[config.mk]
export PLATFORM = sky130hd
export DESIGN_NAME = bitplane_encoder
export DESIGN_NICKNAME = d
export VERILOG_FILES = /design/src/rtl/bpe_pkg.sv /design/src/rtl/bpe_cfg_regs.sv /design/src/rtl/bpe_plane_term.sv /design/src/rtl/bpe_seq.sv /design/src/rtl/bitplane_encoder.sv
export SDC_FILE = /design/constraint.sdc
export NUM_CORES = 1
export LEC_CHECK = 0
export BUFFER_PORTS_ARGS = -buffer_cell sky130_fd_sc_hd__buf_2
export CORE_UTILIZATION = 40
export CTS_CLUSTER_DIAMETER = 100
export DETAILED_ROUTE_END_ITERATION = 6
export GPL_TIMING_DRIVEN = 0
export SYNTH_ARGS = -nofsm -noshare
export SYNTH_HDL_FRONTEND = slang
export SYNTH_SLANG_ARGS = --single-unit
[constraint.sdc]
create_clock -name clk_i -period 9.5 [get_ports clk_i]
set_input_delay 0 -clock clk_i [delete_from_list [all_inputs] [get_ports clk_i]]
set_output_delay 0 -clock clk_i [all_outputs]
set_load 0.005 [all_outputs]
[src/rtl/bpe_pkg.sv]
package bpe_pkg;
  localparam int unsigned TAPS = 9;

  typedef enum logic [1:0] {
    ST_IDLE  = 2'd0,
    ST_RUN   = 2'd1,
    ST_ISSUE = 2'd2
  } bpe_state_e;
endpackage

[src/rtl/bpe_cfg_regs.sv]
module bpe_cfg_regs
  import bpe_pkg::*;
#(
  parameter int unsigned P     = 8,
  parameter int unsigned WT_W  = 8,
  parameter int unsigned IDX_W = 3
) (
  input  logic                  clk_i,
  input  logic                  rst_ni,
  input  logic                  we_i,
  input  logic [IDX_W-1:0]      idx_i,
  input  logic [TAPS-1:0]       kernel_i,
  input  logic [WT_W-1:0]       weight_i,
  output logic [P*TAPS-1:0]     kernel_o,
  output logic [P*WT_W-1:0]     weight_o
);

  for (genvar g = 0; g < P; g++) begin : g_plane
    logic [TAPS-1:0] k_q;
    logic [WT_W-1:0] w_q;

    always_ff @(posedge clk_i or negedge rst_ni) begin
      if (!rst_ni) begin
        k_q <= '0;
        w_q <= '0;
      end else if (we_i && (int'(idx_i) == g)) begin
        k_q <= kernel_i;
        w_q <= weight_i;
      end
    end

    assign kernel_o[g*TAPS +: TAPS] = k_q;
    assign weight_o[g*WT_W +: WT_W] = w_q;
  end

  assert_cfg_ignore_R8: assert property (@(posedge clk_i) disable iff (!rst_ni)
    (we_i && (int'(idx_i) >= int'(P))) |=> ($stable(kernel_o) && $stable(weight_o)));

  assert_cfg_write_R8: assert property (@(posedge clk_i) disable iff (!rst_ni)
    (we_i && (int'(idx_i) < int'(P))) |=>
      (kernel_o[int'($past(idx_i))*TAPS +: TAPS] == $past(kernel_i)));

endmodule

[src/rtl/bpe_plane_term.sv]
module bpe_plane_term
  import bpe_pkg::*;
#(
  parameter int unsigned PIX_W  = 8,
  parameter int unsigned P      = 8,
  parameter int unsigned WT_W   = 8,
  parameter int unsigned PW     = 3,
  parameter int unsigned SC_W   = 6,
  parameter int unsigned PROD_W = 14
) (
  input  logic [TAPS*PIX_W-1:0]     window_i,
  input  logic [PW-1:0]             plane_i,
  input  logic [P*TAPS-1:0]         kernels_i,
  input  logic [P*WT_W-1:0]         weights_i,
  output logic signed [PROD_W-1:0]  term_o
);

  localparam int unsigned BW    = (PIX_W > 1) ? $clog2(PIX_W) : 1;
  localparam int unsigned CNT_W = $clog2(TAPS + 1);

  logic [BW-1:0]             bit_sel;
  logic [TAPS-1:0]           plane_bits;
  logic [TAPS-1:0]           kern;
  logic [TAPS-1:0]           agree;
  logic [CNT_W-1:0]          pop;
  logic signed [SC_W-1:0]    score;
  logic signed [WT_W-1:0]    wt;
  logic signed [PROD_W-1:0]  score_x;
  logic signed [PROD_W-1:0]  wt_x;

  // plane 0 is the pixel MSB
  assign bit_sel = BW'(int'(PIX_W) - 1 - int'(plane_i));

  for (genvar t = 0; t < TAPS; t++) begin : g_tap
    assign plane_bits[t] = window_i[t*PIX_W + int'(bit_sel)];
  end

  assign kern  = kernels_i[int'(plane_i)*TAPS +: TAPS];
  assign wt    = weights_i[int'(plane_i)*WT_W +: WT_W];
  assign agree = ~(plane_bits ^ kern);

  always_comb begin
    pop = '0;
    for (int t = 0; t < TAPS; t++) pop = pop + CNT_W'(agree[t]);
  end

  assign score   = SC_W'({1'b0, pop, 1'b0}) - SC_W'(TAPS);
  assign score_x = PROD_W'(score);
  assign wt_x    = PROD_W'(wt);
  assign term_o  = score_x * wt_x;

endmodule

[src/rtl/bpe_seq.sv]
module bpe_seq
  import bpe_pkg::*;
#(
  parameter int unsigned P      = 8,
  parameter int unsigned PROD_W = 14,
  parameter int unsigned ACC_W  = 18,
  parameter int unsigned PW     = 3,
  parameter int unsigned WT_W   = 8
) (
  input  logic                     clk_i,
  input  logic                     rst_ni,
  input  logic                     in_valid_i,
  output logic                     in_ready_o,
  output logic                     load_o,
  output logic [PW-1:0]            plane_o,
  input  logic signed [PROD_W-1:0] term_i,
  output logic                     out_valid_o,
  output logic                     out_bit_o,
  output logic [ACC_W-1:0]         out_sum_o
);

  localparam logic [PW-1:0] LAST  = PW'(P - 1);
  localparam int unsigned   LAT_W = $clog2(P + 3) + 1;
  localparam int            TMAX  = 9 * (2 ** (WT_W - 1));

  bpe_state_e              state_q;
  logic [PW-1:0]           cnt_q;
  logic [ACC_W-1:0]        acc_q;
  logic [ACC_W-1:0]        term_x;

  assign in_ready_o = (state_q == ST_IDLE);
  assign load_o     = in_ready_o & in_valid_i;
  assign plane_o    = cnt_q;
  assign term_x     = {{(ACC_W-PROD_W){term_i[PROD_W-1]}}, term_i};

  always_ff @(posedge clk_i or negedge rst_ni) begin
    if (!rst_ni) begin
      state_q     <= ST_IDLE;
      cnt_q       <= '0;
      acc_q       <= '0;
      out_valid_o <= 1'b0;
      out_bit_o   <= 1'b0;
      out_sum_o   <= '0;
    end else begin
      out_valid_o <= 1'b0;
      unique case (state_q)
        ST_IDLE: if (in_valid_i) begin
          state_q <= ST_RUN;
          cnt_q   <= '0;
          acc_q   <= '0;
        end
        ST_RUN: begin
          acc_q <= acc_q + term_x;
          if (cnt_q == LAST) state_q <= ST_ISSUE;
          else               cnt_q   <= cnt_q + PW'(1);
        end
        ST_ISSUE: begin
          out_valid_o <= 1'b1;
          out_sum_o   <= acc_q;
          out_bit_o   <= ~acc_q[ACC_W-1];  // zero counts as positive
          state_q     <= ST_IDLE;
        end
        default: state_q <= ST_IDLE;
      endcase
    end
  end

  // latency tracker for the checks below
  logic [LAT_W-1:0] lat_q;
  always_ff @(posedge clk_i or negedge rst_ni) begin
    if (!rst_ni)             lat_q <= '0;
    else if (load_o)         lat_q <= LAT_W'(1);
    else if (out_valid_o)    lat_q <= '0;
    else if (lat_q != '0)    lat_q <= lat_q + LAT_W'(1);
  end

  assert_latency_R6: assert property (@(posedge clk_i) disable iff (!rst_ni)
    out_valid_o |-> (int'(lat_q) == int'(P) + 2));

  assert_pulse_R6: assert property (@(posedge clk_i) disable iff (!rst_ni)
    out_valid_o |=> !out_valid_o);

  assert_busy_R7: assert property (@(posedge clk_i) disable iff (!rst_ni)
    load_o |=> !in_ready_o);

  assert_hold_R9: assert property (@(posedge clk_i) disable iff (!rst_ni)
    (state_q != ST_ISSUE) |=> ($stable(out_sum_o) && $stable(out_bit_o)));

  assert_term_bound_R3: assert property (@(posedge clk_i) disable iff (!rst_ni)
    (state_q == ST_RUN) |-> ((int'(term_i) <= TMAX) && (int'(term_i) >= -TMAX)));

endmodule

[src/rtl/bitplane_encoder.sv]
module bitplane_encoder
  import bpe_pkg::*;
#(
  parameter int unsigned PIX_W = 8,
  parameter int unsigned P     = 8,
  parameter int unsigned WT_W  = 8,
  localparam int unsigned IDX_W  = (PIX_W > 1) ? $clog2(PIX_W) : 1,
  localparam int unsigned SC_W   = $clog2(TAPS + 1) + 2,
  localparam int unsigned PROD_W = WT_W + SC_W,
  localparam int unsigned ACC_W  = PROD_W + $clog2(P) + 1
) (
  input  logic                    clk_i,
  input  logic                    rst_ni,
  input  logic                    in_valid_i,
  output logic                    in_ready_o,
  input  logic [TAPS*PIX_W-1:0]   window_i,
  input  logic                    cfg_we_i,
  input  logic [IDX_W-1:0]        cfg_plane_i,
  input  logic [TAPS-1:0]         cfg_kernel_i,
  input  logic [WT_W-1:0]         cfg_weight_i,
  output logic                    out_valid_o,
  output logic                    out_bit_o,
  output logic [ACC_W-1:0]        out_sum_o
);

  localparam int unsigned PW = (P > 1) ? $clog2(P) : 1;

  initial begin
    if (P < 1 || P > PIX_W) $error("plane count out of range");
  end

  logic [P*TAPS-1:0]        kernels;
  logic [P*WT_W-1:0]        weights;
  logic [TAPS*PIX_W-1:0]    win_q;
  logic                     load;
  logic [PW-1:0]            plane;
  logic signed [PROD_W-1:0] term;

  always_ff @(posedge clk_i or negedge rst_ni) begin
    if (!rst_ni)   win_q <= '0;
    else if (load) win_q <= window_i;
  end

  bpe_cfg_regs #(.P(P), .WT_W(WT_W), .IDX_W(IDX_W)) cfg_i (
    .clk_i    (clk_i),
    .rst_ni   (rst_ni),
    .we_i     (cfg_we_i),
    .idx_i    (cfg_plane_i),
    .kernel_i (cfg_kernel_i),
    .weight_i (cfg_weight_i),
    .kernel_o (kernels),
    .weight_o (weights)
  );

  bpe_plane_term #(
    .PIX_W(PIX_W), .P(P), .WT_W(WT_W), .PW(PW), .SC_W(SC_W), .PROD_W(PROD_W)
  ) term_i (
    .window_i  (win_q),
    .plane_i   (plane),
    .kernels_i (kernels),
    .weights_i (weights),
    .term_o    (term)
  );

  bpe_seq #(
    .P(P), .PROD_W(PROD_W), .ACC_W(ACC_W), .PW(PW), .WT_W(WT_W)
  ) seq_i (
    .clk_i       (clk_i),
    .rst_ni      (rst_ni),
    .in_valid_i  (in_valid_i),
    .in_ready_o  (in_ready_o),
    .load_o      (load),
    .plane_o     (plane),
    .term_i      (term),
    .out_valid_o (out_valid_o),
    .out_bit_o   (out_bit_o),
    .out_sum_o   (out_sum_o)
  );

  assert_window_held_R7: assert property (@(posedge clk_i) disable iff (!rst_ni)
    !in_ready_o |=> $stable(win_q));

endmodule

Word level (Yosys, flattened, before mapping)

Cells that the tools add are included.

Reduce and logical (&&, ||, !) cells: 14
Equality and inequality tests: 13
Multipliers: 2
Mux-type cells: 27
Shift operators: 2
Add/subtract/negate cells: 20
$lt $le $gt $ge: 9
Bitwise gates (word level): 4

Operators by type and width:

| kind                                                                   | count |
|---|---|
| 32-bit by 8-bit < comparator with 1-bit output (second input constant) | 8 |
| 72-bit by 8-bit indexed part select with 9-bit output                  | 1 |
| 64-bit by 7-bit indexed part select with 8-bit output                  | 1 |
| 1-bit binary-select mux with 7-bit select                              | 8 |
| 18-bit case mux with 2 select lines                                    | 1 |
| 4-bit by 1-bit adder with 4-bit output                                 | 7 |
| 6-bit by 3-bit adder with 7-bit output (first input constant)          | 4 |
| 18-bit adder                                                           | 1 |
| 18-bit two-way mux                                                     | 1 |
| 3-bit == test (second input constant)                                  | 5 |
| 6-bit by 8-bit multiplier with 14-bit output                           | 1 |
| 5-bit by 3-bit adder with 6-bit output (first input constant)          | 2 |
| 1-bit two-way mux                                                      | 10 |
| 9-bit NOT                                                              | 1 |
| 9-bit bitwise XOR                                                      | 1 |
| 7-bit by 3-bit adder with 8-bit output (first input constant)          | 1 |
| 1-bit logical AND                                                      | 8 |
| 3-bit by 8-bit < comparator with 1-bit output (second input constant)  | 1 |
| 3-bit by 4-bit multiplier with 7-bit output (second input constant)    | 1 |
| 3-bit by 2-bit == test with 1-bit output (second input constant)       | 2 |
| 3-bit two-way mux                                                      | 2 |
| 3-bit case mux with 2 select lines                                     | 1 |
| 5-bit by 4-bit subtractor with 6-bit output (second input constant)    | 1 |
| 4-bit by 3-bit adder with 5-bit output (first input constant)          | 1 |
| 18 further kinds                                                       | 21 |

Input bits: 96
Logic and storage cells: 114
Output and inout bits: 21
Register bits: 251

Longest topological paths before layout

Gate-level depths: netlist of the first run.

Depth in word-level cells: 18
Gate-level depth with buffers: 44
Mapped depth without buffers: 42

Cells and area by module

A second synthesis of the first run with hierarchy kept.

Cells, all modules: 996
Area total of the unflattened synthesis: 14238.7 µm²

By module, submodules not included:

| module           | area an instance (µm²) | times used | cells each | sequential area each (µm²) |
|---|---|---|---|---|
| bpe_cfg_regs     | 5202.5                 | 1          | 295        | 3403.3 |
| bpe_plane_term   | 3575.9                 | 1          | 324        | 0.0 |
| bitplane_encoder | 3026.7                 | 1          | 152        | 1801.7 |
| bpe_seq          | 2433.6                 | 1          | 225        | 1076.0 |

Worst setup path before layout of the first run

OpenSTA, ideal clock, no wires.

Path kind: register -> register
Start point: register seq_i.cnt_q[0] (netlist: seq_i.plane_o[0])
End point: register seq_i.acc_q[17]
Slack: -0.746 ns
Data arrival time: 10.122 ns
Data required time: 9.376 ns
Buffers on the path: 3
Stages on the path, launching flop included: 39
Library setup time: 0.124 ns
Clock period less this slack: 10.246 ns
Cells stage by stage: dfrtp_1 -> buf_2 -> buf_2 -> buf_2 -> mux4_2 -> xnor2_1 -> a21oi_1 -> fa_1 -> fa_1 -> fa_1 -> inv_1 -> ha_1 -> inv_1 -> fa_1 -> ha_1 -> o21bai_1 -> inv_1 -> nand2_1 -> (+3 left out) -> fa_1 -> fa_1 -> inv_1 -> fa_1 -> nor2b_1 -> o21ai_0 -> a21boi_0 -> o21ai_0 -> nand2b_1 -> xor2_1 -> ha_1 -> a21o_1 -> a21o_1 -> o41a_1 -> a311oi_1 -> xnor2_1 -> nand2_1 -> mux2i_1

Word-level cells in the longest chain between the ends: 18
Elaborated cells between the ends (all ways): 44
Classes of those cells: 19 x add/sub; 2 x mul; 2 x shift; 19 x mux; 2 x bitwise

Ends and longest elaborated chain:

| element                                                                              | RTL line             | RTL |
|---|---|---|
| start, declared                                                                      | bpe_seq.sv:27        | `logic [PW-1:0] cnt_q;` |
| start signal, assigned                                                               | bpe_seq.sv:55        | `else cnt_q <= cnt_q + PW'(1);` |
| branches (longest 15 deep; another with 3-bit by 4-bit multiplier with 7-bit output) | n/a                  |  |
| 6-bit by 8-bit multiplier with 14-bit output (*)                                     | bpe_plane_term.sv:50 | `assign term_o = score_x * wt_x;` |
| 18-bit adder (*)                                                                     | bpe_seq.sv:53        | `acc_q <= acc_q + term_x;` |
| 18-bit case mux with 2 select lines (*)                                              | bpe_seq.sv:46        | `unique case (state_q)` |
| end signal, assigned                                                                 | bpe_seq.sv:53        |  |
| end, declared                                                                        | bpe_seq.sv:28        | `logic [ACC_W-1:0] acc_q;` |

Every way passes the cells marked *. The select of a mux whose other input is x is not followed.
A chain may end at the register's enable or synchronous reset.

Worst setup path in the final report of the first run

Same ends and word-level chain as after synthesis.

==> reports/results.txt, run 1 <==
Fill count: 3,000
Period Utilization, post-route: 101%
Critical path class: reg -> reg
Fin nets: 1,610
Drt total wl: 32,600 µm
Max incr delay on CP: 0.56 ns
Synth-to-Final Area Change: 27.3%
Avg Inst Size Synth: 11.7 µm²
Initial antenna violation count: 1
Max-cap violation count: 0
Die width: 186 µm
Endpoint class of the critical path: flip-flop
# rows: 67
Largest net degree at the start of global routing: 104
RR Endpoint: seq_i.acc_q[17]
Synth area leaders: dfrtp_1 (46%), mux2_2 (13%), mux4_2 (8.6%), nand2_1 (6.7%), fa_1 (5.9%)
Clock Tree Root: clkbuf_16
Vias in the first global route: 9,917
Post-route ant nets: 0
Post-Syn Nets: 1,345
WP data arrival: 10.07 ns
Number of synthesized flops with an enable pin: 0
Most used DFF post-synth: dfrtp_1
Overflow after GRT: 0
Clk Latency, worst-skew pair: 0.56 ns
Slew Viols, Final: 0
Hold WC Path Type: in -> async
Initial core utilization: 40.6%
Post-synthesis sequential area ratio: 46.3%
Ys Warns: 0
Hold WS: -0.0214 ns
# setup viols final: 4
Final Worst Setup Slack: -0.132 ns
Ports: 117
Routing usage on met2: 33.5%
Layout cells sized above 1: 32.4%
Crit Path Max Fanout: 10
DR pass1 iterations: 5
Outcome: finished with violations
Share of the synthesized area in the top cell type: 46.3%
First DRT Iteration DRCs: 354
Die ar.: 34,700 µm²
CTS sink count: 251
Final HPWL DP: 22,400 µm
Yosys reg bits: 251
Critical Path RT: 9.93 ns
Drt drc: 0
Clock-pin slew of the registers on the worst-case setup and hold paths: 0.06 ns
Mapped Area: 13,600 µm²
Fmax: 0.104 GHz
Actual slew at the worst max-slew pin: 0.955 ns
Relative slew slack: 36.0%
Asr flop ratio synth: 100%
Violated checks: hold timing, setup timing
Met3 Use GR: 2.53%
Netlist cell types: 47
Buffer and inverter count on the worst path: 8
CTS tree: built
DR WL/cell: 17.2 µm
Critical path's top delay family: adder cells
Reg-to-reg slack, setup: -0.13 ns
Grt peak-use layer: met2
Input/output buffers: 112
Post-Syn Instances: 1,159
R2R Path Start: seq_i.plane_o[0]
Critical path's slowest cell: fa_1
Vias: 9,419
Most numerous cell on the critical path: fa_1
Die height: 186 µm
Htree depth: 1
CTS max path bufs: 3
Global-route wire length before repair: 52,900 µm
Gpl congestion: 0.813
Setup TNS: -0.266 ns
RSZ-0062 raised after global routing: yes
Final min period: 9.63 ns
Vias per Instance: 4.98
Core box area: 33,400 µm²
Total track usage: 19.7%
Synth area leader: dfrtp_1
Final clock skew: 0.0122 ns
Final Hold Viols: 9
FF-to-FF path depth: 39
Met1 usage: 26.8%
CTS Buf Count: 28
Startpoint types: flip-flop
[cell families (layout without fill, tap and decap cells)]
kind of cell,count (synthesis),in the layout,share of synthesized area (%)
AO/OA/AOI/OAI,81,81,3.68
XOR/XNOR,43,43,2.83
adder cells (fa/ha/maj),90,90,10.5
buffers and inverters,126,409,3.61
flip-flops,251,251,46.3
multiplexers,218,218,22.4
other,0,1,0
AND/OR/NAND/NOR,350,350,10.7
[state kept, by name (all words and copies together) (netlist names)]
register / flops
cfg_i.g_plane.k_q: 72
cfg_i.g_plane.w_q: 64
seq_i.acc_q: 18
seq_i.out_bit_o: 1
seq_i.out_sum_o: 18
seq_i.out_valid_o: 1
seq_i.plane_o: 3
seq_i.state_q: 2
win_q: 72
[worst max-delay path by stage]
stage | start | to | slack (ns) | depth (start not counted)
global placement | seq_i.plane_o[1] | seq_i.acc_q[17] | -1.18 | 38
detailed placement | seq_i.plane_o[1] | seq_i.acc_q[17] | -1.29 | 38
global route | seq_i.plane_o[0] | seq_i.acc_q[17] | -0.61 | 41
CTS | seq_i.plane_o[0] | seq_i.acc_q[17] | -0.45 | 38
floorplan | seq_i.plane_o[0] | seq_i.acc_q[17] | 0.002 | 40
finish | seq_i.plane_o[0] | seq_i.acc_q[17] | -0.13 | 39
[what timing repair did]
item | CTS | global route
setup buffers | 30 | 3
setup endpoints to repair | 10 | 9
hold buffers | 91 | 0
endpoints found under the hold margin | 359 | 0
resized for setup | 35 | 32
pin swaps | 35 | 32
[stage by stage]
step           utilization (%)  cells  cell area (µm²)  worst slack [ns]
2_1_floorplan                -   1159            13700           0.00207
3_3_place_gp              44.3   1719            14800             -1.18
3_5_place_dp              44.5   1721            14900             -1.29
4_1_cts                   51.1   1887            17100            -0.453
5_1_grt                   51.6   1891            17300            -0.614
6_report                  51.6   1891            17300            -0.132
[layout by cell type (no fill, tap or decap), types with 8 or more instances in the layout]
cell and n:
dlygate4sd3_1 91, mux2i_1 11, buf_2 113, mux4_2 52
inv_1 69, xor2_1 17, a21oi_1 16, a21oi_2 8
o21ai_0 16, fa_1 38, nand2_1 242, ha_1 42
buf_4 30, clkbuf_1 36, nand3_1 16, xnor2_1 17
dfrtp_1 251, clkbuf_16 28, mux2_2 154, nor2_1 53
[metal layers]
layer / vias up / part of all wire [%]
li1: 4465 / -
met1: 4748 / 45
met2: 160 / 49
met3: 46 / 3.3
met4: 0 / 2.3
met5: - / 0
[area by class of cell]
type | instances | area, µm² | area share, %
timing repair buffer | 238 | 1800 | 10.4
multi-input combinational | 782 | 7100 | 41.1
clock inverter | 12 | 185 | 1.07
clock buffer | 36 | 771 | 4.46
inverter | 74 | 278 | 1.61
antenna | 1 | 2.50 | 0.0145
sequential | 251 | 6280 | 36.4
tap | 448 | 561 | 3.24
buffer | 49 | 300 | 1.74
[cells in the mapped netlist, types with 4 or more instances]
library cell	n
fa_1	40
clkbuf_1	40
nor2b_1	6
inv_1	74
o31ai_1	4
mux2i_1	11
xor2_1	19
a21o_1	7
nor2_1	54
nand4b_1	4
mux4_2	52
dfrtp_1	251
xnor2_1	23
a21oi_1	23
buf_2	7
and3_1	7
mux2_2	154
nand2_1	243
nand2b_1	6
buf_1	4
nand3_1	16
ha_1	50
o21ai_0	25
Power of run 1 is not shown: default switching activity piles up to over one toggle a cycle in this logic, so the estimate is an artifact.
==> inputs of run 2 (changes only) <==
--- a/config.mk
+++ b/config.mk
@@ -10,6 +10,7 @@
 export CTS_CLUSTER_DIAMETER = 100
 export DETAILED_ROUTE_END_ITERATION = 6
 export GPL_TIMING_DRIVEN = 0
+export HOLD_SLACK_MARGIN = 0.1
 export SYNTH_ARGS = -nofsm -noshare
 export SYNTH_HDL_FRONTEND = slang
 export SYNTH_SLANG_ARGS = --single-unit
==> reports/results.txt, run 2 (synthesis gave the netlist of run 1 again) <==
Clk Latency, worst-skew pair: 0.56 ns
Final clock skew: 0.0138 ns
Worst Min Path Start: window_i[48]
Gpl congestion: 0.813
Die ar.: 34,700 µm²
Die width: 186 µm
Vias in the first global route: 9,918
Core box area: 33,400 µm²
Hold WC Path Type: in -> reg
Critical Path RT: 9.94 ns
RR Endpoint: seq_i.acc_q[17]
CTS sink count: 251
Fin nets: 1,614
Actual slew at the worst max-slew pin: 0.953 ns
Overflow after GRT: 0
Drt drc: 0
Max-cap violation count: 0
Die height: 186 µm
Startpoint types: flip-flop
Final Worst Setup Slack: -0.126 ns
Sequential cell area: 6280 µm²
Slew Viols, Final: 0
Clock Tree Root: clkbuf_16
Reg-to-reg slack, setup: -0.13 ns
Biggest regs: cfg_i.g_plane.k_q (72), win_q (72), cfg_i.g_plane.w_q (64)
Crit Path Max Fanout: 5
FF-to-FF path depth: 40
# rows: 67
Vias: 9,457
WP data arrival: 10.06 ns
Commonest non-fill, non-tap cell in the layout: dfrtp_1
Fmax: 0.104 GHz
Initial core utilization: 40.6%
Critical path's top delay family: adder cells
Input/output buffers: 112
Initial antenna violation count: 1
Final HPWL DP: 22,400 µm
Vias per Instance: 4.99
Cells after DPL: 1,721
Area of the multi-input gates: 7100 µm²
Outcome: finished with violations
Most frequent cells in the layout: dfrtp_1 (251), nand2_1 (242), mux2_2 (154)
Synth-to-Final Area Change: 27.7%
Final Hold Viols: 0
Relative slew slack: 36.1%
Violated checks: setup timing
Ports: 117
Fill count: 2,997
Period Utilization, post-route: 101%
Buffer and inverter count on the worst path: 8
Layout cells sized above 1: 32.4%
CTS max path bufs: 3
Max incr delay on CP: 0.56 ns
Htree depth: 1
Critical path's slowest cell: mux4_2
Endpoint class of the critical path: flip-flop
Largest net degree at the start of global routing: 104
Fin cells: 1,895
First DRT Iteration DRCs: 320
Total track usage: 19.7%
Worst hold endpoint: win_q[48]
Most numerous cell on the critical path: fa_1
Hold Path Stages: 4
DR WL/cell: 17.2 µm
Drt total wl: 32,600 µm
# setup viols final: 4
CTS Buf Count: 28
Critical path class: reg -> reg
CTS tree: built
Global-route wire length before repair: 52,900 µm
DR pass1 iterations: 4
Crit path depth: 40
R2R Path Start: seq_i.plane_o[0]
Clock-pin slew of the registers on the worst-case setup and hold paths: 0.06 ns
Post-route ant nets: 0
RSZ-0062 raised after global routing: yes
Final min period: 9.63 ns
run 2: cell type report:
class / count / area share, %
timing repair buffer: 242 / 10.7
sequential: 251 / 36.2
clock buffer: 36 / 4.45
buffer: 49 / 1.73
clock inverter: 12 / 1.07
multi-input combinational: 782 / 41.0
antenna: 1 / 0.0144
tap: 448 / 3.23
inverter: 74 / 1.60
run 2: how the worst max path moves through the flow:
stage	start	end	slack, ns
6_report	seq_i.plane_o[0]	seq_i.acc_q[17]	-0.13
3_5_place_dp	seq_i.plane_o[1]	seq_i.acc_q[17]	-1.29
2_1_floorplan	seq_i.plane_o[0]	seq_i.acc_q[17]	0.002
5_1_grt	seq_i.plane_o[0]	seq_i.acc_q[17]	-0.61
4_1_cts	seq_i.plane_o[0]	seq_i.acc_q[17]	-0.45
3_3_place_gp	seq_i.plane_o[1]	seq_i.acc_q[17]	-1.18
run 2: timing repair:
item,CTS,global route
hold buffers,95,0
pin swaps,35,32
buffers inserted,30,3
endpoints found under the hold margin,360,0
setup endpoints to repair,10,9
resized for setup,35,32
run 2: metal layers:
metal / GRT usage [%] / vias to the layer above / wire length (µm)
li1: - / 4473 / -
met4: 4.56 / 0 / 753
met1: 26.8 / 4779 / 14800
met5: 0 / - / 0
met2: 33.6 / 159 / 16100
met3: 2.51 / 46 / 1050
run 2: worst register-to-register path: cells and delay by family, from the launching register on:
kind / cells / cell delay (ns)
AO/OA/AOI/OAI: 7 / 0.96
XOR/XNOR: 4 / 0.66
adder cells (fa/ha/maj): 13 / 5.30
buffers and inverters: 8 / 0.66
flip-flops: 1 / 0.36
multiplexers: 2 / 0.68
AND/OR/NAND/NOR: 6 / 0.92
run 2: metrics by stage:
step	utilization, %	hold WS, ns	setup TNS, ns	area (µm²)	setup slack, ns
finish	51.8	0.157	-0.241	17300	-0.126
global placement	44.3	0.191	-7.13	14800	-1.18
detailed placement	44.5	-0.0121	-8.34	14900	-1.29
CTS	51.3	0.138	-1.48	17100	-0.453
global route	51.8	0.143	-2.60	17300	-0.614
floorplan	-	-0.296	0	13700	0.00207
Power of run 2 is left out for the same reason.
==> inputs of run 3 (changes only) <==
--- a/config.mk
+++ b/config.mk
@@ -5,6 +5,7 @@
 export SDC_FILE = /design/constraint.sdc
 export NUM_CORES = 1
 export LEC_CHECK = 0
+export ABC_AREA = 1
 export BUFFER_PORTS_ARGS = -buffer_cell sky130_fd_sc_hd__buf_2
 export CORE_UTILIZATION = 40
 export CTS_CLUSTER_DIAMETER = 100
==> reports/results.txt, run 3 <==
Outcome: finished clean
Fin nets: 2,185
Avg Inst Size Synth: 8.08 µm²
Gpl congestion: 0.861
Asr flop ratio synth: 100%
Vias in the first global route: 13,119
Critical path's slowest cell: fa_1
Relative slew slack: 42.1%
Drt total wl: 44,900 µm
Clk Latency, worst-skew pair: 0.57 ns
Global-route wire length before repair: 70,700 µm
Post-Syn Instances: 1,715
Most used DFF post-synth: dfrtp_1
Startpoint types: flip-flop
Mapped Area: 13,900 µm²
CTS tree: built
Post-route ant nets: 0
Ys Warns: 0
Fill count: 3,086
Synth top cells by count: nand2_1 (498), dfrtp_1 (251), o21ai_0 (246), nor2_1 (172), inv_1 (158)
Number of synthesized flops with an enable pin: 0
CTS max path bufs: 3
Most frequent cells in the layout: nand2_1 (487), dfrtp_1 (251), o21ai_0 (233)
Yosys reg bits: 251
Commonest non-fill, non-tap cell in the layout: nand2_1
Crit Path Max Fanout: 7
Drt drc: 0
Design Area, Final: 18,100 µm²
Synth area leaders: dfrtp_1 (45%), nand2_1 (13%), o21ai_0 (8.9%), fa_1 (5.8%), nor2_1 (4.7%)
Die width: 188 µm
Final Hold Viols: 0
Max incr delay on CP: 0.59 ns
Largest net degree at the start of global routing: 122
Initial antenna violation count: 1
Biggest regs: cfg_i.g_plane.k_q (72), win_q (72), cfg_i.g_plane.w_q (64)
Ports: 117
Input/output buffers: 116
Critical Path RT: 9.92 ns
Post-synthesis sequential area ratio: 45.3%
CTS Buf Count: 29
Share of the synthesized area in the top cell type: 45.3%
Fmax: 0.106 GHz
Htree depth: 1
Core box area: 33,800 µm²
Endpoint class of the critical path: flip-flop
DR pass1 iterations: 5
Die ar.: 35,400 µm²
Overflow after GRT: 0
Total track usage: 25.7%
Period Utilization, post-route: 99.0%
Most numerous cell on the critical path: fa_1
Synth-to-Final Area Change: 30.8%
DR WL/cell: 18.2 µm
Placed inst area: 15,100 µm²
Final min period: 9.41 ns
Clock-pin slew of the registers on the worst-case setup and hold paths: 0.06 ns
Vias per Instance: 5.17
WP data arrival: 9.83 ns
Die height: 188 µm
# setup viols final: 0
First DRT Iteration DRCs: 994
Layout cells sized above 1: 16.6%
Initial core utilization: 41.0%
Synth area leader: dfrtp_1
Vias: 12,767
Actual slew at the worst max-slew pin: 0.864 ns
# rows: 67
Hold WC Path Type: in -> reg
CTS sink count: 251
Count leader, synth: nand2_1
Clock Tree Root: clkbuf_16
Final HPWL DP: 29,700 µm
Final clock skew: 0.0178 ns
Slew Viols, Final: 0
Critical path class: reg -> reg
RSZ-0062 raised after global routing: yes
Post-Syn Nets: 1,901
Max-cap violation count: 0
Netlist cell types: 43
-- run 3: stage by stage --
stage / utilization, % / worst slack [ns] / setup TNS, ns / cells / hold slack (ns)
after detailed placement: 44.6 / -1.24 / -9.78 / 2281 / -0.0552
after global routing: 53.6 / -0.214 / -0.852 / 2470 / 0.163
after CTS: 52.3 / 0.0162 / 0 / 2460 / 0.140
final: 53.6 / 0.0915 / 0 / 2471 / 0.164
after floorplan: - / 0.311 / 0 / 1715 / -0.296
after global placement: 44.4 / -1.14 / -8.40 / 2279 / 0.196
-- run 3: layer usage --
layer | GRT usage, % | wire (µm)
met5 | 0.549 | 0
met3 | 4.08 | 2880
met1 | 33.7 | 19300
met2 | 42.1 | 21000
met4 | 10.6 | 1710
-- run 3: cell families (layout without fill, tap and decap cells) --
kind of cell,count (synthesis),after routing,share of synthesized area (%)
AND/OR/NAND/NOR,720,720,20.2
AO/OA/AOI/OAI,377,377,14.8
flip-flops,251,251,45.3
buffers and inverters,249,556,7.62
adder cells (fa/ha/maj),90,90,10.3
XOR/XNOR,27,27,1.71
multiplexers,1,1,0.0722
other,0,1,0
-- run 3: cell type report --
class | count | area [µm²] | area share (%)
sequential | 251 | 6280 | 34.7
tap | 448 | 561 | 3.09
inverter | 165 | 637 | 3.51
antenna | 1 | 2.50 | 0.0138
clock inverter | 12 | 181 | 1.00
clock buffer | 42 | 825 | 4.55
buffer | 81 | 584 | 3.22
multi-input combinational | 1215 | 7080 | 39.1
timing repair buffer | 256 | 1970 | 10.9
-- run 3: timing repair --
| action | in CTS | in global routing |
|---|---|---|
| setup endpoints to repair | 12 | 10 |
| setup buffers | 22 | 10 |
| resized for setup | 91 | 93 |
| hold endpoints to repair | 338 | 0 |
| hold buffers | 106 | 0 |
| pin swaps | 23 | 55 |
-- run 3: final timing paths --
| path | start | to | slack, ns | cells past startpoint |
|---|---|---|---|---|
| worst max-delay path | seq_i.plane_o[0] | seq_i.acc_q[16] | 0.09 | 44 |
| worst min-delay path | window_i[60] | win_q[60] | 0.16 | 4 |
| worst max register to register | seq_i.plane_o[0] | seq_i.acc_q[16] | 0.09 | 44 |
| worst min register to register | win_q[30] | win_q[30] | 0.47 | 2 |
| max in group asynchronous | rst_ni | win_q[57] | 7.93 | 5 |
| min in group asynchronous | rst_ni | cfg_i.g_plane[1].w_q[1] | 0.53 | 4 |
-- run 3: worst max-delay path: cells and delay by family (launching register included) --
| kind | cells | cell delay, ns |
|---|---|---|
| AO/OA/AOI/OAI | 9 | 1.11 |
| XOR/XNOR | 3 | 0.42 |
| adder cells (fa/ha/maj) | 13 | 5.53 |
| buffers and inverters | 10 | 0.86 |
| flip-flops | 1 | 0.38 |
| AND/OR/NAND/NOR | 9 | 0.94 |
Power of run 3 is left out for the same reason.
